--- config.mk ---
export PLATFORM = sky130hd
export DESIGN_NAME = ntt_bfly_unit
export DESIGN_NICKNAME = d
export VERILOG_FILES = /design/src/rtl/ntt_bfly_pkg.sv /design/src/rtl/bfly_mult_stage.sv /design/src/rtl/bfly_reduce_stage.sv /design/src/rtl/bfly_addsub_stage.sv /design/src/rtl/ntt_bfly_unit.sv
export SDC_FILE = /design/constraint.sdc
export NUM_CORES = 1
export LEC_CHECK = 0
export BUFFER_PORTS_ARGS = -buffer_cell sky130_fd_sc_hd__buf_2
export CORE_ASPECT_RATIO = 2
export CORE_MARGIN = 3
export CORE_UTILIZATION = 57
export CTS_BUF_LIST = sky130_fd_sc_hd__clkbuf_4 sky130_fd_sc_hd__clkbuf_8 sky130_fd_sc_hd__clkbuf_16
export DETAILED_ROUTE_END_ITERATION = 10
export PLACE_DENSITY = 0.75
export SLEW_MARGIN = 15
export SYNTH_ARGS = -nofsm -noshare
export SYNTH_HDL_FRONTEND = slang
export SYNTH_SLANG_ARGS = --single-unit
--- constraint.sdc ---
create_clock -name clk -period 10 [get_ports clk]
set_input_delay 1 -clock clk [delete_from_list [all_inputs] [get_ports clk]]
set_output_delay 1 -clock clk [all_outputs]
set_load 0.1 [all_outputs]
--- src/rtl/ntt_bfly_pkg.sv ---
package ntt_bfly_pkg;

  // Operation select for the processing element.
  typedef enum logic [1:0] {
    BF_MODE_BFLY = 2'b00,
    BF_MODE_MUL  = 2'b01,
    BF_MODE_ADD  = 2'b10,
    BF_MODE_RSVD = 2'b11
  } bf_mode_e;

  localparam int unsigned FERMAT_PRIME = 65537;
  localparam int unsigned BF_LATENCY   = 3;

endpackage

--- src/rtl/bfly_mult_stage.sv ---
// Stage 1: multiply w*d, or pass d / zero c depending on the mode.
module bfly_mult_stage
  import ntt_bfly_pkg::*;
#(
  parameter int W = 17
) (
  input  logic            clk,
  input  logic            rst_n,
  input  logic            vld_i,
  input  bf_mode_e        mode_i,
  input  logic [W-1:0]    c_i,
  input  logic [W-1:0]    d_i,
  input  logic [W-1:0]    w_i,
  output logic            vld_o,
  output bf_mode_e        mode_o,
  output logic [W-1:0]    c_o,
  output logic [2*W-1:0]  prod_o
);

  localparam int PW = 2 * W;

  logic [PW-1:0] prod_d;
  logic [W-1:0]  c_d;

  always_comb begin
    unique case (mode_i)
      BF_MODE_ADD: begin
        prod_d = {{W{1'b0}}, d_i};
        c_d    = c_i;
      end
      BF_MODE_MUL: begin
        prod_d = w_i * d_i;
        c_d    = '0;
      end
      default: begin
        prod_d = w_i * d_i;
        c_d    = c_i;
      end
    endcase
  end

  always_ff @(posedge clk or negedge rst_n) begin
    if (!rst_n) begin
      vld_o  <= 1'b0;
      mode_o <= BF_MODE_BFLY;
      c_o    <= '0;
      prod_o <= '0;
    end else begin
      vld_o <= vld_i;
      if (vld_i) begin
        mode_o <= mode_i;
        c_o    <= c_d;
        prod_o <= prod_d;
      end
    end
  end

endmodule

--- src/rtl/bfly_reduce_stage.sv ---
// Stage 2: reduce the double-width product modulo PRIME.
module bfly_reduce_stage
  import ntt_bfly_pkg::*;
#(
  parameter int unsigned PRIME = 65537,
  parameter int          W     = 17
) (
  input  logic            clk,
  input  logic            rst_n,
  input  logic            vld_i,
  input  bf_mode_e        mode_i,
  input  logic [W-1:0]    c_i,
  input  logic [2*W-1:0]  prod_i,
  output logic            vld_o,
  output bf_mode_e        mode_o,
  output logic [W-1:0]    c_o,
  output logic [W-1:0]    red_o
);

  localparam int PW = 2 * W;

  logic [W-1:0] red_d;

  generate
    if (PRIME == FERMAT_PRIME) begin : g_fermat
      // x = hi*2^16 + lo and 2^16 == -1 (mod p), so x == lo - hi.
      function automatic logic [W-1:0] fermat_reduce(input logic [PW-1:0] x);
        logic [PW-16:0] lo;
        logic [PW-16:0] hi;
        logic [PW-16:0] r;
        lo = {{(PW-15){1'b0}}, x[15:0]};
        hi = {1'b0, x[PW-1:16]};
        if (lo >= hi) r = lo - hi;
        else          r = lo + (PW-15)'(FERMAT_PRIME) - hi;
        return r[W-1:0];
      endfunction

      assign red_d = fermat_reduce(prod_i);
    end else begin : g_barrett
      localparam logic [PW:0] P_X = (PW+1)'(PRIME);
      localparam logic [PW:0] MU  = ({{PW{1'b0}}, 1'b1} << PW) / P_X;

      // Barrett estimate undershoots the quotient by at most two.
      function automatic logic [W-1:0] barrett_reduce(input logic [PW-1:0] x);
        logic [2*PW+1:0] t;
        logic [PW-1:0]   q;
        logic [PW-1:0]   rem;
        logic [W+1:0]    r;
        t   = {{(PW+2){1'b0}}, x} * {{(PW+1){1'b0}}, MU};
        q   = t[2*PW-1:PW];
        rem = x - PW'(q * P_X[PW-1:0]);
        r   = rem[W+1:0];
        if (r >= (W+2)'(PRIME)) r = r - (W+2)'(PRIME);
        if (r >= (W+2)'(PRIME)) r = r - (W+2)'(PRIME);
        return r[W-1:0];
      endfunction

      assign red_d = barrett_reduce(prod_i);
    end
  endgenerate

  always_ff @(posedge clk or negedge rst_n) begin
    if (!rst_n) begin
      vld_o  <= 1'b0;
      mode_o <= BF_MODE_BFLY;
      c_o    <= '0;
      red_o  <= '0;
    end else begin
      vld_o <= vld_i;
      if (vld_i) begin
        mode_o <= mode_i;
        c_o    <= c_i;
        red_o  <= red_d;
      end
    end
  end

endmodule

--- src/rtl/bfly_addsub_stage.sv ---
// Stage 3: modular sum and difference of c with the reduced product.
module bfly_addsub_stage #(
  parameter int unsigned PRIME = 65537,
  parameter int          W     = 17
) (
  input  logic          clk,
  input  logic          rst_n,
  input  logic          vld_i,
  input  logic [W-1:0]  c_i,
  input  logic [W-1:0]  m_i,
  output logic          vld_o,
  output logic [W-1:0]  sum_o,
  output logic [W-1:0]  diff_o
);

  localparam logic [W:0] P_X = (W+1)'(PRIME);

  function automatic logic [W-1:0] mod_add(input logic [W-1:0] a, input logic [W-1:0] b);
    logic [W:0] s;
    s = {1'b0, a} + {1'b0, b};
    if (s >= P_X) s = s - P_X;
    return s[W-1:0];
  endfunction

  function automatic logic [W-1:0] mod_sub(input logic [W-1:0] a, input logic [W-1:0] b);
    logic [W:0] s;
    if (a >= b) s = {1'b0, a} - {1'b0, b};
    else        s = {1'b0, a} + P_X - {1'b0, b};
    return s[W-1:0];
  endfunction

  always_ff @(posedge clk or negedge rst_n) begin
    if (!rst_n) begin
      vld_o  <= 1'b0;
      sum_o  <= '0;
      diff_o <= '0;
    end else begin
      vld_o <= vld_i;
      if (vld_i) begin
        sum_o  <= mod_add(c_i, m_i);
        diff_o <= mod_sub(c_i, m_i);
      end
    end
  end

endmodule

--- src/rtl/ntt_bfly_unit.sv ---
module ntt_bfly_unit
  import ntt_bfly_pkg::*;
#(
  parameter int unsigned PRIME = 65537,
  parameter int          W     = $clog2(PRIME)
) (
  input  logic          clk,
  input  logic          rst_n,
  input  logic          in_valid_i,
  input  logic [1:0]    mode_i,
  input  logic [W-1:0]  c_i,
  input  logic [W-1:0]  d_i,
  input  logic [W-1:0]  w_i,
  output logic          out_valid_o,
  output logic [W-1:0]  sum_o,
  output logic [W-1:0]  diff_o
);

  // Inter-stage signals, named so the checker can observe them.
  logic            mul_vld;
  bf_mode_e        mul_mode;
  logic [W-1:0]    mul_c;
  logic [2*W-1:0]  mul_prod;
  logic            red_vld;
  bf_mode_e        red_mode;
  logic [W-1:0]    red_c;
  logic [W-1:0]    red_val;
  bf_mode_e        mode_in;

  assign mode_in = bf_mode_e'(mode_i);

  bfly_mult_stage #(.W(W)) u_mult (
    .clk    (clk),
    .rst_n  (rst_n),
    .vld_i  (in_valid_i),
    .mode_i (mode_in),
    .c_i    (c_i),
    .d_i    (d_i),
    .w_i    (w_i),
    .vld_o  (mul_vld),
    .mode_o (mul_mode),
    .c_o    (mul_c),
    .prod_o (mul_prod)
  );

  bfly_reduce_stage #(.PRIME(PRIME), .W(W)) u_red (
    .clk    (clk),
    .rst_n  (rst_n),
    .vld_i  (mul_vld),
    .mode_i (mul_mode),
    .c_i    (mul_c),
    .prod_i (mul_prod),
    .vld_o  (red_vld),
    .mode_o (red_mode),
    .c_o    (red_c),
    .red_o  (red_val)
  );

  bfly_addsub_stage #(.PRIME(PRIME), .W(W)) u_as (
    .clk    (clk),
    .rst_n  (rst_n),
    .vld_i  (red_vld),
    .c_i    (red_c),
    .m_i    (red_val),
    .vld_o  (out_valid_o),
    .sum_o  (sum_o),
    .diff_o (diff_o)
  );

endmodule

==> out/summary.md, run 1 <==
### Run status
- result of the run: finished, final reports clean

### CTS
- Clock transition at path regs: 0.06 ns
- CTS Root Cell: clkbuf_16
- count of clock tree sinks: 122
- maximum level of the CTS H-tree: 4
- Longest Clk Path Bufs: 2
- TritonCTS clock tree: done
- postcts setup bufs: 0
- source-to-sink clock delay at the later pin of the worst-skew pair: 0.44 ns
- cts bufs inserted: 17
- Resize count post-CTS: 0
- total of hold buffers inserted after clock tree synthesis: 0

### Timing
- period utilisation layout: 73.8%
- worst-margin pin slew: 1.09 ns
- worst slew slack as a fraction of its limit: 25.5%
- final-report setup violation count: 0
- Min Clock Period, post-route: 7.38 ns
- number of pins exceeding their max-slew limit in the final report: 0
- largest clock skew in the final design: 0.0109 ns
- final hold slack: 0.467 ns
- achievable frequency: 0.136 GHz
- RSZ-0062 raised after global routing: false
- setup TNS: 0 ns
- total count of hold-check failures in the final report: 0

### Yosys
- post-synthesis async set-or-reset flop share: 100%
- Mapped Avg Cell Area: 8.59 µm²
- yosys warns: 0
- synthesized net count: 2767
- number of standard cells after synthesis: 2261
- flip-flop and latch count after synthesis: 122
- Post-synth EDFFs: 0
- area of the mapped netlist: 0.0194 mm²
- count of cell types in the netlist: 86
- Primary FF master, synth: dfrtp_1
- proportion of synthesized chip area in sequential cells: 15.7%

### Worst setup path
- critical path startpoint category: primary input
- worst-case reg-to-reg path depth: 13
- CP required: 10.29 ns
- largest fanout of any net on the critical path: 17
- crit path capture type: flop
- arrival time of the worst setup path: 7.67 ns
- internal reg-to-reg setup slack: 5.36 ns
- class of the most critical setup path: primary input to flop

### Routing
- post-route antenna net violation count: 0
- average wire length per cell after detail routing: 18.3 µm
- drt pass-1 iters: 5
- drt initial violations: 707
- Post-Route WL: 50300 µm
- residual DRC count: 0
- vias per cell: 5.67
- DR vias: 15542

### Worst hold path
- kind of path behind the tightest hold check: flop to flop
- number of cells on the worst hold path: 2

### Layout
- area growth from synthesis to layout: 6.68%
- area used by sequential logic in the layout: 0.00305 mm²
- layout net count: 2796
- Multi-input gate area: 0.0143 mm²
- ratio of cells with drive above 1 in the final layout: 7.95%
- # fillers: 2906

### Die
- width of the die: 137 µm
- Die Outline Area: 0.0365 mm²
- vertical extent of the die: 267 µm
- core region area: 0.0336 mm²
- Std-Cell Rows: 95
- num ports: 91
- starting utilization of the core area: 57.7%

### Place
- final weighted congestion in routability-driven placement: 0.968
- I/O Buffers: 90
- Final HPWL DP: 41400 µm

### Job
- count of maximum capacitance violations: 0

### Global route
- total global-route track usage: 29.0%
- number of antenna violations at the first check in global routing: 1
- vias in the first global route: 16914
- grt ovf: 0
- wire length of the first global-routing pass: 82900 µm
- maximum number of pins on one net before global-route repair: 73

## worst max-delay path: stages
cell and delay, ns:
buf_2 0.23, and2_1 0.21, fa_1 0.54, inv_1 0.06, fa_1 0.50, fa_1 0.52, inv_1 0.05, fa_1 0.46
fa_1 0.54, inv_1 0.06, fa_1 0.53, inv_1 0.04, ha_1 0.36, a211oi_1 0.27, nor2_1 0.13, o41ai_1 0.49
a21oi_1 0.21, a211o_1 0.34, a221o_1 0.33, a311oi_1 0.39, o21ai_0 0.18, xnor2_1 0.16, o22ai_1 0.08
## Yosys cell counts (all sizes together), types with 7 or more instances
| cell type | n | share of area, % |
|---|---|---|
| ha | 194 | 12 |
| nand2b | 17 | 0.55 |
| nor3 | 21 | 0.60 |
| nor2 | 92 | 1.8 |
| a31oi | 19 | 0.61 |
| and2 | 125 | 4.0 |
| nand2 | 309 | 6.0 |
| mux2i | 7 | 0.36 |
| xor2 | 28 | 1.3 |
| and3 | 8 | 0.26 |
| a21oi | 95 | 2.4 |
| clkbuf | 79 | 1.5 |
| or3 | 7 | 0.25 |
| a21o | 14 | 0.54 |
| xnor2 | 74 | 3.4 |
| o22ai | 19 | 0.61 |
| dfrtp | 122 | 16 |
| o21bai | 8 | 0.31 |
| inv | 446 | 8.6 |
| a211oi | 15 | 0.76 |
| nand3 | 11 | 0.28 |
| o21ai | 119 | 3.1 |
| nor2b | 20 | 0.70 |
| a2111oi | 9 | 0.76 |
| mux2 | 10 | 0.58 |
| buf | 10 | 0.43 |
| o211ai | 15 | 0.58 |
| fa | 256 | 26 |
| o21a | 7 | 0.27 |
| o31ai | 16 | 0.72 |
## kinds of logic (layout without fill, tap and decap cells)
kind of cell               after synthesis  after routing  share of synthesized area [%]
AOI/OAI and AO/OA                      392            392                           13.4
xor gates and xnor gates               102            102                           4.64
adders and majority gates              450            450                           38.9
buffers and inverters                  535            577                           10.6
DFF                                    122            122                           15.7
muxes                                   17             17                          0.941
other                                    0              1                              0
and+or+nand+nor                        643            643                           15.8
## stage by stage
step / area (µm²) / util, % / worst slack [ns] / cells
after CTS: 20700 / 61.6 / 2.69 / 2739
after global routing: 20700 / 61.6 / 2.34 / 2740
final: 20700 / 61.6 / 2.62 / 2740
after global placement: 20100 / 59.8 / 2.39 / 2707
after floorplan: 19400 / - / 2.71 / 2261
after detailed placement: 20100 / 59.8 / 2.23 / 2707
## cell type report
cell class	count	area share, %
antenna	1	0.0121
clock buffer	17	2.05
timing repair buffer	99	2.51
tap	436	2.63
clock inverter	15	0.797
sequential	122	14.7
inverter	446	8.08
multi-input combinational	1604	69.2
## registers in the layout (all words and copies together) (netlist names)
name           flops
u_red.c_o         17
u_red.red_o       17
u_as.diff_o       17
u_as.sum_o        17
u_red.vld_o        1
u_as.vld_o         1
u_mult.vld_o       1
u_mult.c_o        17
u_mult.prod_o     34
## worst paths after layout
kind | from | endpoint
setup / recovery | w_i[6] | u_mult.prod_o[32]
hold / removal | u_mult.c_o[5] | u_red.c_o[5]
setup reg to reg | u_red.red_o[5] | u_as.sum_o[9]
hold reg to reg | u_mult.c_o[5] | u_red.c_o[5]
max in group asynchronous | rst_n | u_mult.vld_o
min in group asynchronous | rst_n | u_as.diff_o[2]
## layout by cell type (no fill, tap or decap), drive strengths merged, types with 15 or more instances in the layout
cell,synthesis,routed
ha,194,194
nand2,309,309
nand2b,17,17
o211ai,15,15
dfrtp,122,122
clkbuf,79,17
a211oi,15,15
o22ai,19,19
xor2,28,28
o31ai,16,16
nor2,92,92
inv,446,451
and2,125,125
a21oi,95,95
buf,10,99
o21ai,119,119
nor2b,20,20
xnor2,74,74
fa,256,256
nor3,21,21
a31oi,19,19
## per-layer routing
layer  up-vias  GRT usage, %  wire [µm]
li1       7208             -          -
met4         0          19.2       3600
met1      7672          27.2      16100
met3       196          3.14       1700
met5         -             0          0
met2       466          56.9      28900
Power of run 1 is left out: the tool's default activity adds up to more than one toggle a clock period on the data nets, which glitch-free logic cannot reach.
==> run 2, diff against run 1 <==
==> constraint.sdc (replaced) <==
create_clock -name clk -period 6.8 [get_ports clk]
set_input_delay 0.68 -clock clk [delete_from_list [all_inputs] [get_ports clk]]
set_output_delay 0.68 -clock clk [all_outputs]
set_load 0.1 [all_outputs]
==> out/summary.md, run 2 (same netlist as run 1, synthesis figures left out) <==
### Timing
- worst slew slack as a fraction of its limit: 25.1%, -0.34 points
- period utilisation layout: 94.9%
- largest clock skew in the final design: 0.00877 ns, -0.00208 ns
- Min Clock Period, post-route: 6.45 ns
- number of pins exceeding their max-slew limit in the final report: 0, unchanged
- final-report setup violation count: 0, unchanged
- worst-margin pin slew: 1.12 ns, +0.0333 ns
- achievable frequency: 0.155 GHz
- RSZ-0062 raised after global routing: false
- total count of hold-check failures in the final report: 0, unchanged
- min setup slack post-route: 0.347 ns, -2.28 ns

### Place
- Final HPWL DP: 43800 µm, +5.8%
- worst-case setup slack after placement: -0.188 ns, -2.42 ns
- I/O Buffers: 90, unchanged
- final weighted congestion in routability-driven placement: 0.951, -1.8%

### Worst setup path
- worst r2r dst: u_as.sum_o[9]
- crit path capture type: flop
- arrival time of the worst setup path: 6.74 ns, -0.93 ns
- internal reg-to-reg setup slack: 2.26 ns, -3.10 ns
- critical path startpoint category: primary input
- worst-case reg-to-reg path depth: 13, unchanged
- class of the most critical setup path: primary input to flop
- CP required: 7.08 ns, -3.21 ns
- source of the worst register-to-register timing path: u_red.red_o[5]
- largest fanout of any net on the critical path: 8, -9

### CTS
- CTS Root Cell: clkbuf_16
- count of clock tree sinks: 122, unchanged
- TritonCTS clock tree: done
- cts bufs inserted: 17, unchanged
- total of hold buffers inserted after clock tree synthesis: 0, unchanged
- postcts setup bufs: 0, unchanged
- source-to-sink clock delay at the later pin of the worst-skew pair: 0.44 ns, about the same
- Longest Clk Path Bufs: 2, unchanged
- maximum level of the CTS H-tree: 4, unchanged
- Resize count post-CTS: 0, unchanged
- Clock transition at path regs: 0.06 ns, about the same

### Run status
- result of the run: finished, final reports clean

### Routing
- drt initial violations: 606, -14%
- DR vias: 16018, +3.1%
- Post-Route WL: 51700 µm, +2.8%
- post-route antenna net violation count: 0, unchanged
- average wire length per cell after detail routing: 18.3 µm, -0.48%
- residual DRC count: 0, unchanged
- drt pass-1 iters: 5, unchanged
- vias per cell: 5.66, -0.25%

### Global route
- wire length of the first global-routing pass: 84700 µm, +2.2%
- grt ovf: 0, unchanged
- number of antenna violations at the first check in global routing: 0, -1
- vias in the first global route: 17585, +4.0%
- total global-route track usage: 29.6%, +0.63 points
- maximum number of pins on one net before global-route repair: 73, unchanged

### Layout
- top register by number of flip-flops: u_mult.prod_o
- top library cells by usage in the layout, fill and taps aside: inv_1, nand2_1, fa_1
- antenna fix cells: 0, -1
- area growth from synthesis to layout: 10.5%
- ratio of cells with drive above 1 in the final layout: 11.6%, +3.6 points
- flip-flop count of the largest register after layout: 34, unchanged
- most common library cell in the layout ignoring fill and taps: inv_1
- layout net count: 2888, +3.3%

### Die
- width of the die: 137 µm, unchanged
- core region area: 0.0336 mm², unchanged
- vertical extent of the die: 267 µm, unchanged
- starting utilization of the core area: 57.7%, unchanged
- Std-Cell Rows: 95, unchanged
- Die Outline Area: 0.0365 mm², unchanged
- num ports: 91, unchanged

### Worst hold path
- kind of path behind the tightest hold check: primary input to asynchronous set/reset pin

### Job
- count of maximum capacitance violations: 0, unchanged

[run 2: metal layers]
metal	share of wire [%]	GRT usage (%)	routed length [µm]
met1	31	27.0	16100
met2	58	58.6	29900
met5	0	0	0
met4	8.2	21.1	4230
met3	2.9	2.78	1480
[run 2: critical path, stage by stage]
cell	delay (ns)
buf_2	0.15
buf_4	0.19
nand2_1	0.09
fa_1	0.51
inv_1	0.05
fa_1	0.50
inv_1	0.05
fa_1	0.48
inv_1	0.06
fa_1	0.50
fa_1	0.54
inv_1	0.05
fa_1	0.52
inv_1	0.04
ha_1	0.30
o21ai_0	0.09
nor2_1	0.09
o41ai_2	0.25
buf_4	0.17
a21oi_1	0.07
a211o_1	0.33
a221o_1	0.35
a311oi_2	0.29
buf_4	0.15
xor2_1	0.13
o22ai_1	0.09
[run 2: stage by stage]
| step | std cells | hold WS (ns) | cell area [µm²] | util [%] | TNS (ns) |
|---|---|---|---|---|---|
| after global placement | 2799 | 0.465 | 20800 | 61.9 | -0.232 |
| after global routing | 2831 | 0.336 | 21500 | 63.8 | 0 |
| after floorplan | 2261 | 0.384 | 19400 | - | 0 |
| after CTS | 2831 | 0.289 | 21500 | 63.8 | 0 |
| after detailed placement | 2799 | 0.467 | 20800 | 61.9 | -0.447 |
| final | 2831 | 0.272 | 21500 | 63.8 | 0 |
[run 2: worst max path at each step]
stage	to	cells past startpoint	from	slack, ns
floorplan	u_mult.prod_o[32]	25	d_i[9]	0.02
global placement	u_mult.prod_o[32]	24	d_i[7]	-0.13
detailed placement	u_mult.prod_o[32]	24	d_i[7]	-0.19
CTS	u_mult.prod_o[30]	24	d_i[7]	0.24
global route	u_mult.prod_o[30]	25	d_i[7]	0.06
finish	u_mult.prod_o[30]	26	w_i[6]	0.35
[run 2: layout make-up]
class | instances | area [µm²]
Clock inverter | 8 | 143
Multi-Input combinational cell | 1604 | 14300
Timing Repair Buffer | 191 | 1220
Tap cell | 436 | 546
Inverter | 446 | 1670
Clock buffer | 24 | 484
Sequential cell | 122 | 3050
Fill cell | 2843 | 12200
Power of run 2 is left out for the same reason.
